## src/rtl/chg_guard_pkg.sv

```systemverilog
`timescale 1ns/1ps
package chg_guard_pkg;

  typedef enum logic [1:0] {
    ST_NONE = 2'b00,
    ST_OVC  = 2'b01,
    ST_XCC  = 2'b10,
    ST_BOTH = 2'b11
  } chg_stat_e;

  localparam int NUM_IN  = 8;
  localparam int IX_OVCA = 0;
  localparam int IX_OVCB = 1;
  localparam int IX_BLWA = 2;
  localparam int IX_BLWB = 3;
  localparam int IX_XCC  = 4;
  localparam int IX_CHGR = 5;
  localparam int IX_LOAD = 6;
  localparam int IX_DSH  = 7;

  localparam int NUM_TMR   = 4;
  localparam int T_OVC_DET = 0;
  localparam int T_OVC_REL = 1;
  localparam int T_XCC_DET = 2;
  localparam int T_XCC_REL = 3;

endpackage

```

## src/rtl/chg_rst_sync.sv

```systemverilog
`timescale 1ns/1ps
module chg_rst_sync (
  input  logic clk,
  input  logic rst_n,
  output logic rst_sync_n
);
  logic [1:0] stg_q;

  always_ff @(posedge clk or negedge rst_n) begin
    if (!rst_n) stg_q <= 2'b00;
    else        stg_q <= {stg_q[0], 1'b1};
  end

  assign rst_sync_n = stg_q[1];
endmodule

```

## src/rtl/chg_sync.sv

```systemverilog
`timescale 1ns/1ps
module chg_sync #(
  parameter int W = 8
) (
  input  logic         clk,
  input  logic         rst_n,
  input  logic [W-1:0] d_i,
  output logic [W-1:0] q_o
);
  logic [W-1:0] s1_q, s2_q;

  always_ff @(posedge clk or negedge rst_n) begin
    if (!rst_n) begin
      s1_q <= '0;
      s2_q <= '0;
    end else begin
      s1_q <= d_i;
      s2_q <= s1_q;
    end
  end

  assign q_o = s2_q;
endmodule

```

## src/rtl/chg_persist.sv

```systemverilog
`timescale 1ns/1ps
module chg_persist #(
  parameter int CW = 8
) (
  input  logic          clk,
  input  logic          rst_n,
  input  logic          arm_i,
  input  logic          tick_i,
  input  logic [CW-1:0] limit_i,
  output logic          fire_o
);
  logic [CW-1:0] cnt_q, cnt_d;
  logic [CW:0]   cnt_inc;
  logic          cnt_en;
  logic          reach;

  assign cnt_inc = {1'b0, cnt_q} + {{CW{1'b0}}, 1'b1};
  assign reach   = (cnt_inc >= {1'b0, limit_i});
  assign fire_o  = arm_i & tick_i & reach;

  always_comb begin
    cnt_en = 1'b0;
    cnt_d  = cnt_q;
    if (!arm_i) begin
      cnt_en = (cnt_q != '0);
      cnt_d  = '0;
    end else if (tick_i) begin
      cnt_en = 1'b1;
      cnt_d  = reach ? '0 : cnt_inc[CW-1:0];
    end
  end

  always_ff @(posedge clk or negedge rst_n) begin
    if (!rst_n)      cnt_q <= '0;
    else if (cnt_en) cnt_q <= cnt_d;
  end
endmodule

```

## src/rtl/chg_guard.sv

```systemverilog
`timescale 1ns/1ps
module chg_guard
  import chg_guard_pkg::*;
#(
  parameter int OVC_DET_TICKS = 100000,
  parameter int OVC_REL_TICKS = 1600,
  parameter int XCC_DET_TICKS = 800,
  parameter int XCC_REL_TICKS = 120,
  parameter int DS_RATIO      = 60
) (
  input  logic       clk,
  input  logic       rst_n,
  input  logic       tick_i,
  input  logic       ovc_a_i,
  input  logic       ovc_b_i,
  input  logic       blw_a_i,
  input  logic       blw_b_i,
  input  logic       xcc_i,
  input  logic       chgr_i,
  input  logic       load_i,
  input  logic       dshort_i,
  output logic       chg_en_o,
  output logic [1:0] status_o
);

  localparam int MAX_A    = (OVC_DET_TICKS > OVC_REL_TICKS) ? OVC_DET_TICKS : OVC_REL_TICKS;
  localparam int MAX_B    = (XCC_DET_TICKS > XCC_REL_TICKS) ? XCC_DET_TICKS : XCC_REL_TICKS;
  localparam int MAX_TCK  = (MAX_A > MAX_B) ? MAX_A : MAX_B;
  localparam int CW       = $clog2(MAX_TCK + 1);
  localparam int OVC_FAST_RAW = OVC_DET_TICKS / DS_RATIO;
  localparam int OVC_FAST = (OVC_FAST_RAW < 1) ? 1 : OVC_FAST_RAW;

  logic rst_i_n;
  logic [NUM_IN-1:0] raw_in, syn;

  chg_rst_sync u_rst (
    .clk        (clk),
    .rst_n      (rst_n),
    .rst_sync_n (rst_i_n)
  );

  always_comb begin
    raw_in          = '0;
    raw_in[IX_OVCA] = ovc_a_i;
    raw_in[IX_OVCB] = ovc_b_i;
    raw_in[IX_BLWA] = blw_a_i;
    raw_in[IX_BLWB] = blw_b_i;
    raw_in[IX_XCC]  = xcc_i;
    raw_in[IX_CHGR] = chgr_i;
    raw_in[IX_LOAD] = load_i;
    raw_in[IX_DSH]  = dshort_i;
  end

  chg_sync #(.W(NUM_IN)) u_sync (
    .clk   (clk),
    .rst_n (rst_i_n),
    .d_i   (raw_in),
    .q_o   (syn)
  );

  logic ovc_flt_q, ovc_flt_d;
  logic xcc_flt_q, xcc_flt_d;
  logic en_now;
  logic ovc_any, rel_lvl, rel_unplug, unplug_load;

  assign en_now      = ~(ovc_flt_q | xcc_flt_q);
  assign ovc_any     = syn[IX_OVCA] | syn[IX_OVCB];
  assign unplug_load = ~syn[IX_CHGR] & syn[IX_LOAD];
  assign rel_lvl     = syn[IX_BLWA] & syn[IX_BLWB] & syn[IX_CHGR];
  assign rel_unplug  = ~ovc_any & unplug_load;

  logic [NUM_TMR-1:0] arm, fire;
  logic [CW-1:0]      lim [NUM_TMR];

  always_comb begin
    arm[T_OVC_DET] = ovc_any & ~ovc_flt_q;
    arm[T_OVC_REL] = ovc_flt_q & (rel_lvl | rel_unplug);
    arm[T_XCC_DET] = syn[IX_XCC] & ~xcc_flt_q;
    arm[T_XCC_REL] = xcc_flt_q & unplug_load;
    lim[T_OVC_DET] = (syn[IX_DSH] & en_now) ? CW'(OVC_FAST) : CW'(OVC_DET_TICKS);
    lim[T_OVC_REL] = CW'(OVC_REL_TICKS);
    lim[T_XCC_DET] = CW'(XCC_DET_TICKS);
    lim[T_XCC_REL] = CW'(XCC_REL_TICKS);
  end

  for (genvar gi = 0; gi < NUM_TMR; gi++) begin : g_tmr
    chg_persist #(.CW(CW)) u_tmr (
      .clk     (clk),
      .rst_n   (rst_i_n),
      .arm_i   (arm[gi]),
      .tick_i  (tick_i),
      .limit_i (lim[gi]),
      .fire_o  (fire[gi])
    );
  end

  always_comb begin
    ovc_flt_d = ovc_flt_q ? ~fire[T_OVC_REL] : fire[T_OVC_DET];
    xcc_flt_d = xcc_flt_q ? ~fire[T_XCC_REL] : fire[T_XCC_DET];
  end

  always_ff @(posedge clk or negedge rst_i_n) begin
    if (!rst_i_n) begin
      ovc_flt_q <= 1'b0;
      xcc_flt_q <= 1'b0;
    end else begin
      ovc_flt_q <= ovc_flt_d;
      xcc_flt_q <= xcc_flt_d;
    end
  end

  chg_stat_e stat;
  assign stat     = chg_stat_e'({xcc_flt_q, ovc_flt_q});
  assign status_o = stat;
  assign chg_en_o = en_now;

endmodule

```

## config.mk

```make
export PLATFORM = sky130hd
export DESIGN_NAME = chg_guard
export DESIGN_NICKNAME = d
export VERILOG_FILES = /design/src/rtl/chg_guard_pkg.sv /design/src/rtl/chg_rst_sync.sv /design/src/rtl/chg_sync.sv /design/src/rtl/chg_persist.sv /design/src/rtl/chg_guard.sv
export SDC_FILE = /design/constraint.sdc
export NUM_CORES = 1
export LEC_CHECK = 0
export BUFFER_PORTS_ARGS = -buffer_cell sky130_fd_sc_hd__buf_4
export CAP_MARGIN = 10
export CORE_MARGIN = 3
export CORE_UTILIZATION = 60
export DETAILED_ROUTE_END_ITERATION = 8
export PLACE_DENSITY = 0.78
export REMOVE_ABC_BUFFERS = 1
export SETUP_SLACK_MARGIN = 0.4
export SYNTH_ARGS = -nofsm -noshare
export SYNTH_HDL_FRONTEND = slang
export SYNTH_HIERARCHICAL = 1
export SYNTH_SLANG_ARGS = --single-unit
export TNS_END_PERCENT = 5
```

## constraint.sdc

```tcl
create_clock -name clk -period 7.2 [get_ports clk]
set_input_delay 0 -clock clk [delete_from_list [all_inputs] [get_ports clk]]
set_output_delay 0 -clock clk [all_outputs]
set_load 0.05 [all_outputs]
```

==> flow_metrics.tcl <==
set metrics [dict create \
    nNetsFinal 848 \
    fin_worst_skew_ns 0.0110 \
    finalSetupViolCount 0 \
    core_um2 10400 \
    synth_top_area_share_pct 33.9 \
    grt_first_pass_wirelength_um 23800 \
    use_met3_pct 5.01 \
    cts_tree "done" \
    grt_pass1_vias 5203 \
    leakage_nw 3.54 \
    die_width_um 110 \
    slew-limit-headroom_pct 25.5 \
    end_kind "flip-flop" \
    ios 14 \
    fin_crit_ns 3.52 \
    crit_fanout 14 \
    dieArea_um2 12100 \
    ys.flop_type "dfrtp_1" \
    rsz0062_at_grt "no" \
    synth_edf_count 0 \
    synth_top_area_cell "dfrtp_1" \
    std_cell_rows 37 \
    critPathLaunchType "flip-flop" \
    htreeDepth 3 \
    vias 5230 \
    grt_max_degree 87 \
    clkLatencyLatePin_ns 0.36 \
    wl_per_cell_um 15.4 \
    grt_usage_pct 24.8 \
    dieHeight_um 110 \
    drive_gt1_share_pct 11.9 \
    antenna_found_initial 0 \
    tightest_slew_ns 1.12 \
    grt.busiest_layer "met2" \
    antennaDiodeCount 0 \
    hold_violations 0 \
    ys_seq_area_share_pct 33.9 \
    async_flop_share_pct 100 \
    place.gp.congestion 0.952 \
    fin_util_pct 69.3 \
    postRouteAntennaNets 0 \
    synth_area_um2 6500 \
    synthDistinctLibCells 45 \
    p_per_area_nw_per_um2 150 \
    cp.required_ns 7.51 \
    syn_inst 678 \
    slew_violations 0 \
    wl_um 13900 \
    criticalPathCategory "reg2reg" \
    drt_first_pass_iters 4 \
    fin_crit_sh_pct 48.9 \
    drtIter0Drc 258 \
    synth_seq_cells 88 \
    cp_cell_sequence "ha_1, and3_1, and4_4, nand2_1, nor2_1, xor2_1, ha_1, nand4_1, nor2_1, a311oi_2, nand4_2, nor2_4, a22o_2" \
    crit_path_top_delay_cell "dfrtp_1" \
    synthTopCellsByCount "dfrtp_1, inv_1, ha_1, nand2_1, a22o_1" \
    status "finished clean" \
    tns_ns 0 \
    drv_cap 0 \
    cts_buffer_depth 2 \
    fin_cells 902 \
    synth_most_common_cell "dfrtp_1" \
    grt_util_met2_pct 41.6 \
    vias_per_cell 5.80 \
    max_freq_mhz 284 \
    dp.cells 876 \
    netlist_top_cells_area "dfrtp_1, ha_1, a22o_1, xnor2_1, inv_1" \
    cts_buffers 9 \
    dp_hpwl_um 10400 \
    syn_avg_cell_area_um2 9.59 \
    initial_core_util_pct 62.4 \
    path_clk_slew_ns 0.09 \
    cpPeakStageDelay_ns 0.47 \
    grtUsageMet1_pct 31.9 \
    clock_sinks 88 \
    peakVddDrop_mv 0.165 \
    ys_warn_count 6 \
    portBuffers 13 \
    cp_data_arrival_time_ns 3.83 \
    grt_overflow 0 \
    cts_setup_buffers 0 \
    area_growth_pct 11.0 \
    drc 0 \
    min_path_type "in2reg" \
    cts_root_buffer "clkbuf_8" \
    nFillCells 801 \
]
[timing repair]
action,in CTS,in global routing
hold buffers,10,0
endpoints found under the hold margin,10,0
gates resized for setup,0,0
[routing by layer]
layer,routed length [µm],up-vias
li1,-,2527
met1,6170,2538
met2,6840,135
met3,567,30
met4,308,0
met5,0,-
[layout by cell type (no fill, tap or decap), drive strengths merged, types with 11 or more instances in the layout]
master	netlist	routed
a22o	56	56
conb	3	65
nor4	12	12
nor2	35	35
clkbuf	0	12
dfrtp	88	88
inv	86	86
nor3	16	16
nand4	33	33
buf	14	14
a211oi	20	20
or2	11	11
xor2	14	14
nand3	33	33
xnor2	38	38
o21ai	17	17
nand2	55	55
ha	76	76
[stage by stage]
step	area, µm²	worst slack (ns)	hold slack (ns)	power [mW]
2_1_floorplan	6630	4.11	-0.296	0.678
3_3_place_gp	6910	3.85	-0.218	0.718
3_5_place_dp	6910	3.76	-0.216	0.728
4_1_cts	7210	3.71	0.0584	1.09
5_1_grt	7210	3.46	0.0945	1.15
6_report	7210	3.68	0.0777	1.09
[final cells by class]
cell class,instances,area [µm²],area share (%)
multi-input combinational,552,4100,56.9
sequential,88,2210,30.6
inverter,86,323,4.47
timing repair buffer,24,205,2.84
tap,136,170,2.36
clock buffer,12,155,2.15
clock inverter,4,52.6,0.728
[worst max-delay path, delay by kind of cell, from the launching register on]
family	cells	cell delay, ns
and+or+nand+nor	8	1.68
AOI/OAI and AO/OA	2	0.56
adders and majority gates	2	0.50
DFF	1	0.47
xor gates and xnor gates	1	0.25
[flip-flops by register name (all words and copies together) (netlist names)]
signal and count:
g_tmr.u_tmr/cnt_q 68, u_sync/q_o 8, u_sync/s1_q 8, u_rst/stg_q 2
ovc_flt_q 1, xcc_flt_q 1
[kinds of logic after synthesis]
logic type	count (synthesis)	synth area share (%)
other	3	0.173
DFF	88	33.9
xor gates and xnor gates	52	7.01
AOI/OAI and AO/OA	130	17.6
buffers and inverters	100	6.60
muxes	6	1.10
adders and majority gates	76	14.6
and+or+nand+nor	223	19.0
[power by group]
| group | internal, mW | leakage, nW | switching, mW |
|---|---|---|---|
| combinational | 0.0752 | 2.26 | 0.104 |
| sequential | 0.513 | 1.18 | 0.0353 |
| clock | 0.179 | 0.0948 | 0.179 |
[final timing paths]
path	start	endpoint	slack, ns	depth (start not counted)
worst min register to register	u_sync/s1_q[5]$_DFF_PN0_	u_sync/q_o[5]$_DFF_PN0_	0.36	0
min in group asynchronous	rst_n	u_rst/stg_q[1]$_DFF_PN0_	0.49	3
worst max register to register	g_tmr[3].u_tmr/cnt_q[0]$_DFFE_PN0P_	g_tmr[3].u_tmr/cnt_q[3]$_DFFE_PN0P_	3.68	13
max in group asynchronous	u_rst/stg_q[1]$_DFF_PN0_	g_tmr[2].u_tmr/cnt_q[13]$_DFFE_PN0P_	5.92	0
worst min-delay path	tick_i	xcc_flt_q$_DFF_PN0_	0.08	4
worst max-delay path	g_tmr[3].u_tmr/cnt_q[0]$_DFFE_PN0P_	g_tmr[3].u_tmr/cnt_q[3]$_DFFE_PN0P_	3.68	13
Power figures use the tool's default switching activity.
